File: src/rtl/bank_chk_pkg.sv
package bank_chk_pkg;

  typedef enum logic [2:0] {
    CMD_NOP  = 3'd0,
    CMD_MODE = 3'd1,
    CMD_ACT  = 3'd2,
    CMD_RD   = 3'd3,
    CMD_WR   = 3'd4,
    CMD_PRE  = 3'd5
  } cmd_e;

  typedef enum logic [1:0] {
    ERR_MODE_OPEN   = 2'd0,
    ERR_ACT_OPEN    = 2'd1,
    ERR_IDLE_ACCESS = 2'd2,
    ERR_TIMING      = 2'd3
  } err_e;

  // strobes from the control decoder to the state datapath
  typedef struct packed {
    logic doAct;
    logic doAccess;
    logic autoPre;
    logic doPre;
    logic preAll;
    logic doMode;
    logic errFire;
    err_e errCode;
  } strobe_t;

endpackage

File: src/rtl/bank_chk_dpath.sv
module bank_chk_dpath
  import bank_chk_pkg::*;
#(
  parameter int NUM_BANKS = 4,
  parameter int BA_W      = 2,
  parameter int ADDR_W    = 14,
  parameter int TRCD      = 4,
  parameter int TRP       = 3,
  parameter int TMRD      = 2,
  parameter int AL        = 2,
  parameter int BURST_LEN = 4,
  parameter int CNT_W     = 4
) (
  input  logic                        clk,
  input  logic                        rst,
  input  strobe_t                     stb,
  input  logic [BA_W-1:0]             bankSel,
  input  logic [ADDR_W-1:0]           addr,
  output logic [NUM_BANKS-1:0]        bankOpen,
  output logic [NUM_BANKS*ADDR_W-1:0] openRow,
  output logic [NUM_BANKS-1:0]        bankReady,
  output logic [NUM_BANKS-1:0]        rcdMet,
  output logic [NUM_BANKS-1:0]        rpDone,
  output logic                        mrdBusy,
  output logic                        errPulse,
  output logic [1:0]                  errCode
);

  localparam logic [CNT_W-1:0] RCD_LOAD = CNT_W'(TRCD - 1);
  localparam logic [CNT_W-1:0] RP_LOAD  = CNT_W'(TRP - 1);
  localparam logic [CNT_W-1:0] AP_LOAD  = CNT_W'(AL + BURST_LEN / 2 + TRP - 1);
  localparam logic [CNT_W-1:0] MRD_LOAD = CNT_W'(TMRD - 1);
  localparam logic [CNT_W-1:0] AL_LIM   = CNT_W'(AL);
  localparam logic [CNT_W-1:0] ONE      = CNT_W'(1);

  for (genvar g = 0; g < NUM_BANKS; g++) begin : g_bank
    logic              isSel;
    logic              openQ;
    logic [ADDR_W-1:0] rowQ;
    logic [CNT_W-1:0]  rcdQ;
    logic [CNT_W-1:0]  rpQ;

    assign isSel = (bankSel == BA_W'(g));

    always_ff @(posedge clk) begin
      if (rst) begin
        openQ <= 1'b0;
        rowQ  <= '0;
        rcdQ  <= '0;
        rpQ   <= '0;
      end else begin
        if (rcdQ != '0) rcdQ <= rcdQ - ONE;
        if (rpQ != '0)  rpQ  <= rpQ - ONE;
        if (stb.doAct && isSel) begin
          openQ <= 1'b1;
          rowQ  <= addr;
          rcdQ  <= RCD_LOAD;
        end else if (stb.doAccess && stb.autoPre && isSel) begin
          openQ <= 1'b0;
          rpQ   <= AP_LOAD;
        end else if (stb.doPre && (stb.preAll || isSel) && openQ) begin
          openQ <= 1'b0;
          rpQ   <= RP_LOAD;
        end
      end
    end

    assign bankOpen[g]                  = openQ;
    assign openRow[g*ADDR_W +: ADDR_W]  = rowQ;
    assign rcdMet[g]                    = (rcdQ <= AL_LIM);
    assign rpDone[g]                    = (rpQ == '0);
    assign bankReady[g]                 = !openQ && (rpQ == '0);
  end

  logic [CNT_W-1:0] mrdQ;

  always_ff @(posedge clk) begin
    if (rst) begin
      mrdQ     <= '0;
      errPulse <= 1'b0;
      errCode  <= '0;
    end else begin
      if (stb.doMode)      mrdQ <= MRD_LOAD;
      else if (mrdQ != '0) mrdQ <= mrdQ - ONE;
      errPulse <= stb.errFire;
      errCode  <= stb.errCode;
    end
  end

  assign mrdBusy = (mrdQ != '0);

endmodule

File: config.mk
export PLATFORM = sky130hd
export DESIGN_NAME = bank_chk_dpath
export DESIGN_NICKNAME = d
export VERILOG_FILES = /design/src/rtl/bank_chk_pkg.sv /design/src/rtl/bank_chk_dpath.sv
export SDC_FILE = /design/constraint.sdc
export NUM_CORES = 1
export LEC_CHECK = 0
export ABC_AREA = 0
export ABC_CLOCK_PERIOD_IN_PS = 3800
export BUFFER_PORTS_ARGS = -buffer_cell sky130_fd_sc_hd__buf_2
export CORE_UTILIZATION = 35
export CTS_BUF_LIST = sky130_fd_sc_hd__clkbuf_16
export DETAILED_ROUTE_END_ITERATION = 6
export SLEW_MARGIN = 20
export SYNTH_ARGS = -nofsm -noshare
export SYNTH_HDL_FRONTEND = slang
export SYNTH_SLANG_ARGS = --single-unit
File: constraint.sdc
create_clock -name clk -period 3.8 [get_ports clk]
set_input_delay 0.76 -clock clk [delete_from_list [all_inputs] [get_ports clk]]
set_output_delay 0.76 -clock clk [all_outputs]
set_load 0.02 [all_outputs]
==> flow_summary.toml, run 1 <==
[power_and_ir_drop]
max-vdd-ir-drop_mv = 0.333
p_per_area_nw_per_um2 = 713
power.leakage_nw = 2.15

[global_route]
grt_start_max_net_pins = 99
grt_use_total = 0.173
grt_pass1_vias = 3531
grt_overflow_total = 0
grt_pass1_wl_microns = 17300
antenna_found_initial = 0

[cells_and_area]
nNetsFinal = 636
drive_gt1_frac = 0.237
layout_common_cells = "126 x nand2_1, 101 x buf_2, 99 x dfxtp_1"
seq_area_sq_um = 1980
layout_commonest_cell = "nand2_1"
fillerInstances = 1208
antenna_cells = 0
multi_input_area_sq_um = 2060
syn_to_final_growth_pct = 17.9

[routing]
drtAntennaViolNets = 0
first_pass_iters = 4
viasPerCell = 4.91
via_count = 3645
detail_route.wl_per_cell_microns = 14.3
first_iter_violations = 200
drcViolationCount = 0
wirelength_microns = 10600

[synth]
synth-seq-cells = 99
muxShareOfSynthArea = 0.0145
ys_seq_area_frac = 0.458
synth-compound-area-share = 0.135
synth_edf_count = 0
yosys_most_used_dff = "dfxtp_1"
synth_xor_area_frac = 0.0466
synthCells = 509
ys_types = 44
netlist_area_sq_um = 4320
synth_top_family_by_area = "simple AND/OR/NAND/NOR gates"
synth-simple-area-share = 0.228
synth_fa_ha_area_frac = 0.0521
yosys_warnings = 0
async_flop_share = 0
avgSynthCellArea_sq_um = 8.49
syn-num-nets = 554

[worst_setup_path]
slowest_delay_ns = 0.39
cp_cell_sequence = "inv_1, ha_1, nor3b_2, nor2b_1, buf_2"
cp.arrival_ns = 1.67
crit_slowest_cell = "nor3b_2"
start_kind = "flip-flop"
required_ns = 3.04
endpoint_kind = "output pin"
crit_type = "flip-flop to output pin"
path_max_fanout = 6

[sta]
tns_ns = 0
period_needed_ns = 2.43
setup_violations = 0
relSlewSlack = 0.292
min_period_over_period = 0.639
fmax_mhz = 412
worst_slew_pin_slew_ns = 1.06
slew_violations = 0
hold_viol_final = 0
fin_ws_ns = 1.37
rsz0062_at_grt = "no"
fin_worst_skew_ns = 0.00416

[run_status]
status = "complete, no violations"

[clocking]
cts_buffer_depth = 2
cts_max_level = 3
cts_tree = "done"
clockRootBuffer = "clkbuf_16"
cts.sinks = 99
cts-buffers-inserted = 9
clk_latency_ns = 0.34
clk_pin_slew_ns = 0.06
cts-resized-gates = 0
post_cts_buffers = 0
postCtsHoldBufs = 0

[floorplanning]
die_w_microns = 113
dieArea_sq_um = 12800
die_y_microns = 113
core_area_sq_um = 12000
rows = 40
initial_utilization = 0.360
io-pin-count = 103

[placement]
hpwlAfterDp_microns = 7200
portBuffers = 102
dp_slack_ns = 1.39
finalWeightedCongestion = 0.761

[hold_path]
min_path_type = "flip-flop to flip-flop"

[job]
cap_violations = 0
==> kinds of logic after synthesis <==
| kind of cell | after synthesis |
|---|---|
| xor gates and xnor gates | 23 |
| and+or+nand+nor | 211 |
| adders and majority gates | 18 |
| DFF | 99 |
| AOI/OAI and AO/OA | 101 |
| muxes | 6 |
| buffers and inverters | 51 |
==> synthesized netlist by cell type (2+ instances only) <==
library cell	instances	share of area
a21oi_1	70	0.081
a21oi_2	9	0.018
and2_0	2	0.0029
and2_1	2	0.0029
and3b_1	2	0.0041
buf_2	8	0.0093
buf_4	6	0.010
buf_6	4	0.010
clkbuf_1	10	0.0087
dfxtp_1	99	0.46
ha_1	18	0.052
inv_1	19	0.016
mux2_2	2	0.0052
mux2i_1	4	0.0093
nand2_1	126	0.11
nand3_1	8	0.0093
nor2_1	20	0.017
nor2b_1	7	0.010
nor3_1	17	0.020
nor3b_2	5	0.014
nor4_1	8	0.012
o211ai_1	2	0.0035
o21a_1	4	0.0069
o21ai_0	9	0.010
o21ai_1	2	0.0023
o21ba_2	2	0.0046
or3_1	6	0.0087
xnor2_1	22	0.045
==> cell type report <==
class                      instances  area share
timing repair buffer             102       0.101
multi-input combinational        359       0.404
clock buffer                       9      0.0442
sequential                        99       0.389
inverter                          20      0.0147
clock inverter                     6      0.0115
tap                              147      0.0361
==> stage by stage <==
step / hold slack, ns / std cells / utilization / area (sq um) / power, mW
after floorplan: 0.475 / 509 / - / 4320 / 2.46
after global placement: 0.439 / 727 / 0.401 / 4810 / 2.72
after detailed placement: 0.444 / 727 / 0.401 / 4810 / 2.78
after CTS: 0.453 / 742 / 0.424 / 5100 / 3.69
after global routing: 0.472 / 742 / 0.424 / 5100 / 3.90
final: 0.453 / 742 / 0.424 / 5100 / 3.63
==> sequential cells by signal, indices dropped and copies added (netlist names) <==
name and flops:
g_bank.rowQ 56, errPulse 1, errCode 2, mrdQ 4, g_bank.rcdQ 16, g_bank.openQ 4, g_bank.rpQ 16
==> layer usage <==
metal  GRT usage  part of all wire
met1       0.206              0.45
met5           0                 0
met2       0.290              0.48
met4      0.0640            0.0082
met3      0.0589             0.063
==> worst max-delay path: cells and delay by family, from the launching register on <==
family | cells | cell delay (ns)
fa+ha+maj | 1 | 0.20
buf+inv | 2 | 0.25
flops | 1 | 0.31
simple gates | 2 | 0.57
==> final timing paths <==
| path | startpoint | end | slack [ns] | cells after the start |
|---|---|---|---|---|
| max reg2reg | mrdQ[0]$_SDFFE_PP0P_ | mrdQ[1]$_SDFFE_PP0P_ | 2.31 | 4 |
| min reg2reg | g_bank[0].rowQ[2]$_SDFFE_PP0P_ | g_bank[0].rowQ[2]$_SDFFE_PP0P_ | 0.45 | 2 |
| min | g_bank[0].rowQ[2]$_SDFFE_PP0P_ | g_bank[0].rowQ[2]$_SDFFE_PP0P_ | 0.45 | 2 |
| max | g_bank[0].rpQ[0]$_SDFF_PP0_ | bankReady[0] | 1.37 | 5 |
==> report_power, final <==
group	switching (mW)	internal, mW
logic	0.773	0.624
registers	0.128	1.22
clock network	0.386	0.502
total	1.29	2.34
Power figures use the tool's default switching activity.
==> run 2: changes to the inputs <==
- ABC_CLOCK_PERIOD_IN_PS: 3800 -> 2400
- clock period: 3.8 -> 2.4 ns (I/O delays scaled with it)
==> flow_summary.toml, run 2 (same netlist as run 1, synthesis figures left out) <==
[global_route]
grt_use_total = 0.173
grt_overflow_total = 0
grt_start_max_net_pins = 59
antenna_found_initial = 0
grt_pass1_wl_microns = 17400
grt_pass1_vias = 3561

[power_and_ir_drop]
p_int_mw = 3.62
p_sw_mw = 2.06
p_per_area_nw_per_um2 = 1110
power.leakage_nw = 2.16
clkPwrFrac = 0.233
power_frac_comb = 0.391
report.power.total_mw = 5.68
switching_share = 0.363
max-vdd-ir-drop_mv = 0.517
power_frac_seq = 0.376

[worst_setup_path]
path_buf_inv = 2
cp_cell_sequence = "inv_1, ha_1, nor3b_2, nor2b_1, buf_2"
required_ns = 1.92
path_max_fanout = 6
start_kind = "flip-flop"
cpLargestDelayFamily = "simple AND/OR/NAND/NOR gates"
endpoint_kind = "output pin"
crit_slowest_cell = "nor3b_2"
crit_type = "flip-flop to output pin"
cp.arrival_ns = 1.64
slowest_delay_ns = 0.38

[job]
cap_violations = 0

[floorplanning]
rows = 40
die_y_microns = 113
core_area_sq_um = 12000
initial_utilization = 0.360
die_w_microns = 113
dieArea_sq_um = 12800
io-pin-count = 103

[routing]
viasPerCell = 4.85
drtAntennaViolNets = 0
drcViolationCount = 0
detail_route.wl_per_cell_microns = 14.2
wirelength_microns = 10600
first_iter_violations = 160
via_count = 3626
first_pass_iters = 4

[cells_and_area]
drive_gt1_frac = 0.245
fillerInstances = 1223
antenna_cells = 0
largest_reg_flops = 56
layout_common_cells = "126 x nand2_1, 101 x buf_2, 99 x dfxtp_1"
multi_input_area_sq_um = 2060
seq_area_sq_um = 1980
top_register = "g_bank.rowQ"
nNetsFinal = 641
syn_to_final_growth_pct = 18.7
layout_commonest_cell = "nand2_1"
layout_top_registers = "g_bank.rowQ (56), g_bank.rcdQ (16), g_bank.rpQ (16)"

[clocking]
post_cts_buffers = 0
cts_max_level = 3
clk_latency_ns = 0.34
cts_buffer_depth = 2
postCtsHoldBufs = 0
cts_tree = "done"
cts-buffers-inserted = 9
clockRootBuffer = "clkbuf_16"
clk_pin_slew_ns = 0.07
cts.sinks = 99
cts-resized-gates = 0

[placement]
hpwlAfterDp_microns = 7130
portBuffers = 102
finalWeightedCongestion = 0.784

[sta]
worst_slew_pin_slew_ns = 0.700
rsz0062_at_grt = "no"
relSlewSlack = 0.532
tns_ns = 0
setup_violations = 0
hold_viol_final = 0
slew_violations = 0
period_needed_ns = 2.12
fin_worst_skew_ns = 0.00490
fmax_mhz = 471
min_period_over_period = 0.884
whs_ns = 0.353

[run_status]
status = "complete, no violations"

[hold_path]
min_path_type = "primary input to flip-flop"
-- run 2: changes by cell type in the layout (fill, tap and decap cells not counted), sizes merged --
cell,delta
buf,+5
bufinv,-1
clkinv,+2
clkinvlp,+1
inv,-1
-- run 2: final cells by class --
| cell class | count | area share |
|---|---|---|
| multi-input cells | 359 | 0.401 |
| flip-flops and latches | 99 | 0.386 |
| repair buffers | 107 | 0.110 |
| clock buffers | 9 | 0.0439 |
| well taps | 147 | 0.0358 |
| inverters | 20 | 0.0146 |
| clock inverters | 7 | 0.00878 |
-- run 2: power groups by stage --
stage	clock (mW)	sequential, mW	combinational [mW]
after global placement	0	2.16	2.16
after detailed placement	0	2.17	2.24
after global routing	1.43	2.17	2.53
after floorplan	0	2.17	1.73
final	1.32	2.14	2.22
after CTS	1.37	2.14	2.25
-- run 2: worst register-to-register path: cells and delay by family (launching register included) --
family / cells / cell delay, ns
AND/OR/NAND/NOR: 1 / 0.45
AO/OA/AOI/OAI: 1 / 0.39
flip-flops: 1 / 0.31
adder cells (fa/ha/maj): 1 / 0.16
buffers and inverters: 1 / 0.11
-- run 2: metrics by stage --
stage / setup WS [ns] / utilization / instance area [sq um] / instances
6_report: 0.279 / 0.427 / 5130 / 748
2_1_floorplan: 0.469 / - / 4320 / 509
5_1_grt: 0.118 / 0.427 / 5130 / 748
4_1_cts: 0.228 / 0.427 / 5130 / 748
3_3_place_gp: 0.538 / 0.405 / 4860 / 732
3_5_place_dp: 0.517 / 0.405 / 4860 / 732
-- run 2: layer usage --
metal  vias up  track usage  wire length [microns]
met5         -            0                      0
met4         0       0.0474                     99
met3         9       0.0466                    530
met2        82        0.301                   5200
met1      1692        0.210                   4800
li1       1843            -                      -
-- run 2: final timing paths --
kind                                                     start                             end  slack, ns  depth (start not counted)
worst max register to register            mrdQ[0]$_SDFFE_PP0P_            mrdQ[1]$_SDFFE_PP0P_       0.89                          4
worst min register to register  g_bank[0].rowQ[0]$_SDFFE_PP0P_  g_bank[0].rowQ[0]$_SDFFE_PP0P_       0.45                          2
worst max-delay path               g_bank[0].rpQ[0]$_SDFF_PP0_                    bankReady[0]       0.28                          5
worst min-delay path                                    stb[3]            mrdQ[1]$_SDFFE_PP0P_       0.35                          2
==> run 3: changes to the inputs <==
- RECOVER_POWER: not set -> 100
==> flow_summary.toml, run 3 (same netlist as run 1, synthesis figures left out) <==
[clocking]
cts_tree = "done"
cts.sinks = 99
clockRootBuffer = "clkbuf_16"
cts_buffer_depth = 2
cts-buffers-inserted = 9
cts-resized-gates = 0
postCtsHoldBufs = 0
cts_max_level = 3
post_cts_buffers = 0
clk_pin_slew_ns = 0.07
clk_latency_ns = 0.34

[cells_and_area]
layout_top_registers = "g_bank.rowQ (56), g_bank.rcdQ (16), g_bank.rpQ (16)"
nNetsFinal = 641
top_register = "g_bank.rowQ"
layout_commonest_cell = "nand2_1"
syn_to_final_growth_pct = 15.1
layout_common_cells = "127 x nand2_1, 99 x dfxtp_1, 77 x a21oi_1, 77 x clkbuf_1, 24 x buf_2"
drive_gt1_frac = 0.0982
antenna_cells = 0
largest_reg_flops = 56
fillerInstances = 1266

[worst_setup_path]
start_kind = "flip-flop"
crit_type = "flip-flop to output pin"
crit_start = "g_bank[0].rpQ[0]$_SDFF_PP0_"
required_ns = 1.92
reg2reg_slack_ns = 0.82
reg2regPathDepth = 4
r2r_end = "mrdQ[1]$_SDFFE_PP0P_"
reg2reg_from = "mrdQ[0]$_SDFFE_PP0P_"
cp.arrival_ns = 1.73
crit_path_end = "bankReady[0]"
path_max_fanout = 6
endpoint_kind = "output pin"

[sta]
min_period_over_period = 0.922
fmax_mhz = 452
fin_worst_skew_ns = 0.00425
setup_violations = 0
slew_violations = 0
tns_ns = 0
fin_ws_ns = 0.187
hold_viol_final = 0
relSlewSlack = 0.424
period_needed_ns = 2.21
worst_slew_pin_slew_ns = 0.865
rsz0062_at_grt = "no"

[placement]
dp_slack_ns = 0.517
finalWeightedCongestion = 0.784
hpwlAfterDp_microns = 7130
portBuffers = 102

[routing]
first_iter_violations = 216
first_pass_iters = 4
drtAntennaViolNets = 0
wirelength_microns = 10600
drcViolationCount = 0
detail_route.wl_per_cell_microns = 14.2
via_count = 3624
viasPerCell = 4.84

[floorplanning]
io-pin-count = 103
initial_utilization = 0.360
die_y_microns = 113
core_area_sq_um = 12000
die_w_microns = 113
dieArea_sq_um = 12800
rows = 40

[hold_path]
min_path_type = "primary input to flip-flop"

[power_and_ir_drop]
power.leakage_nw = 1.85
max-vdd-ir-drop_mv = 0.494
p_per_area_nw_per_um2 = 1130

[global_route]
grt_use_total = 0.173
grt_pass1_wl_microns = 17400
antenna_found_initial = 0
grt_pass1_vias = 3561
grt_overflow_total = 0
grt_start_max_net_pins = 59

[job]
cap_violations = 0

[run_status]
status = "complete, no violations"
-- run 3: stage by stage --
step	hold slack, ns	cell area, sq um	total power [mW]	utilization	instances
finish	0.359	4970	5.60	0.414	748
global route	0.365	4970	6.05	0.414	748
CTS	0.344	5130	5.76	0.427	748
detailed placement	0.444	4860	4.41	0.405	732
global placement	0.440	4860	4.32	0.405	732
floorplan	0.475	4320	3.90	-	509
-- run 3: area by class of cell --
cell class / count / area, sq um / area share
well taps: 147 / 184 / 0.0370
inverters: 20 / 75.1 / 0.0151
clock inverters: 7 / 45.0 / 0.00906
multi-input cells: 359 / 2010 / 0.405
repair buffers: 107 / 449 / 0.0903
clock buffers: 9 / 225 / 0.0453
flip-flops and latches: 99 / 1980 / 0.398
-- run 3: critical path, cell delays in order, from the launching register on --
cell and delay (ns):
dfxtp_1 0.31, inv_1 0.09, ha_1 0.21, nor3b_2 0.39
nor2b_1 0.18, clkbuf_1 0.23
-- run 3: layer usage --
layer | part of all wire | track usage
met1 | 0.44 | 0.210
met4 | 0.0096 | 0.0474
met5 | 0 | 0
met3 | 0.055 | 0.0466
met2 | 0.49 | 0.301
-- run 3: where the power goes --
part | internal (mW) | switching (mW) | total, mW
Clock | 0.697 | 0.622 | 1.32
Sequential | 1.93 | 0.206 | 2.14
Combinational | 0.919 | 1.23 | 2.15
Total | 3.55 | 2.06 | 5.60
-- run 3: worst min-delay path by stage --
stage               slack (ns)                              end  cells past startpoint                       startpoint
global placement          0.44  g_bank[0].rowQ[11]$_SDFFE_PP0P_                      2  g_bank[0].rowQ[11]$_SDFFE_PP0P_
floorplan                 0.47     g_bank[0].openQ$_SDFFE_PP0P_                      2     g_bank[0].openQ$_SDFFE_PP0P_
global route              0.36             mrdQ[1]$_SDFFE_PP0P_                      2                           stb[3]
CTS                       0.34             mrdQ[1]$_SDFFE_PP0P_                      2                           stb[3]
detailed placement        0.44   g_bank[0].rowQ[4]$_SDFFE_PP0P_                      2   g_bank[0].rowQ[4]$_SDFFE_PP0P_
finish                    0.36             mrdQ[1]$_SDFFE_PP0P_                      2                           stb[3]
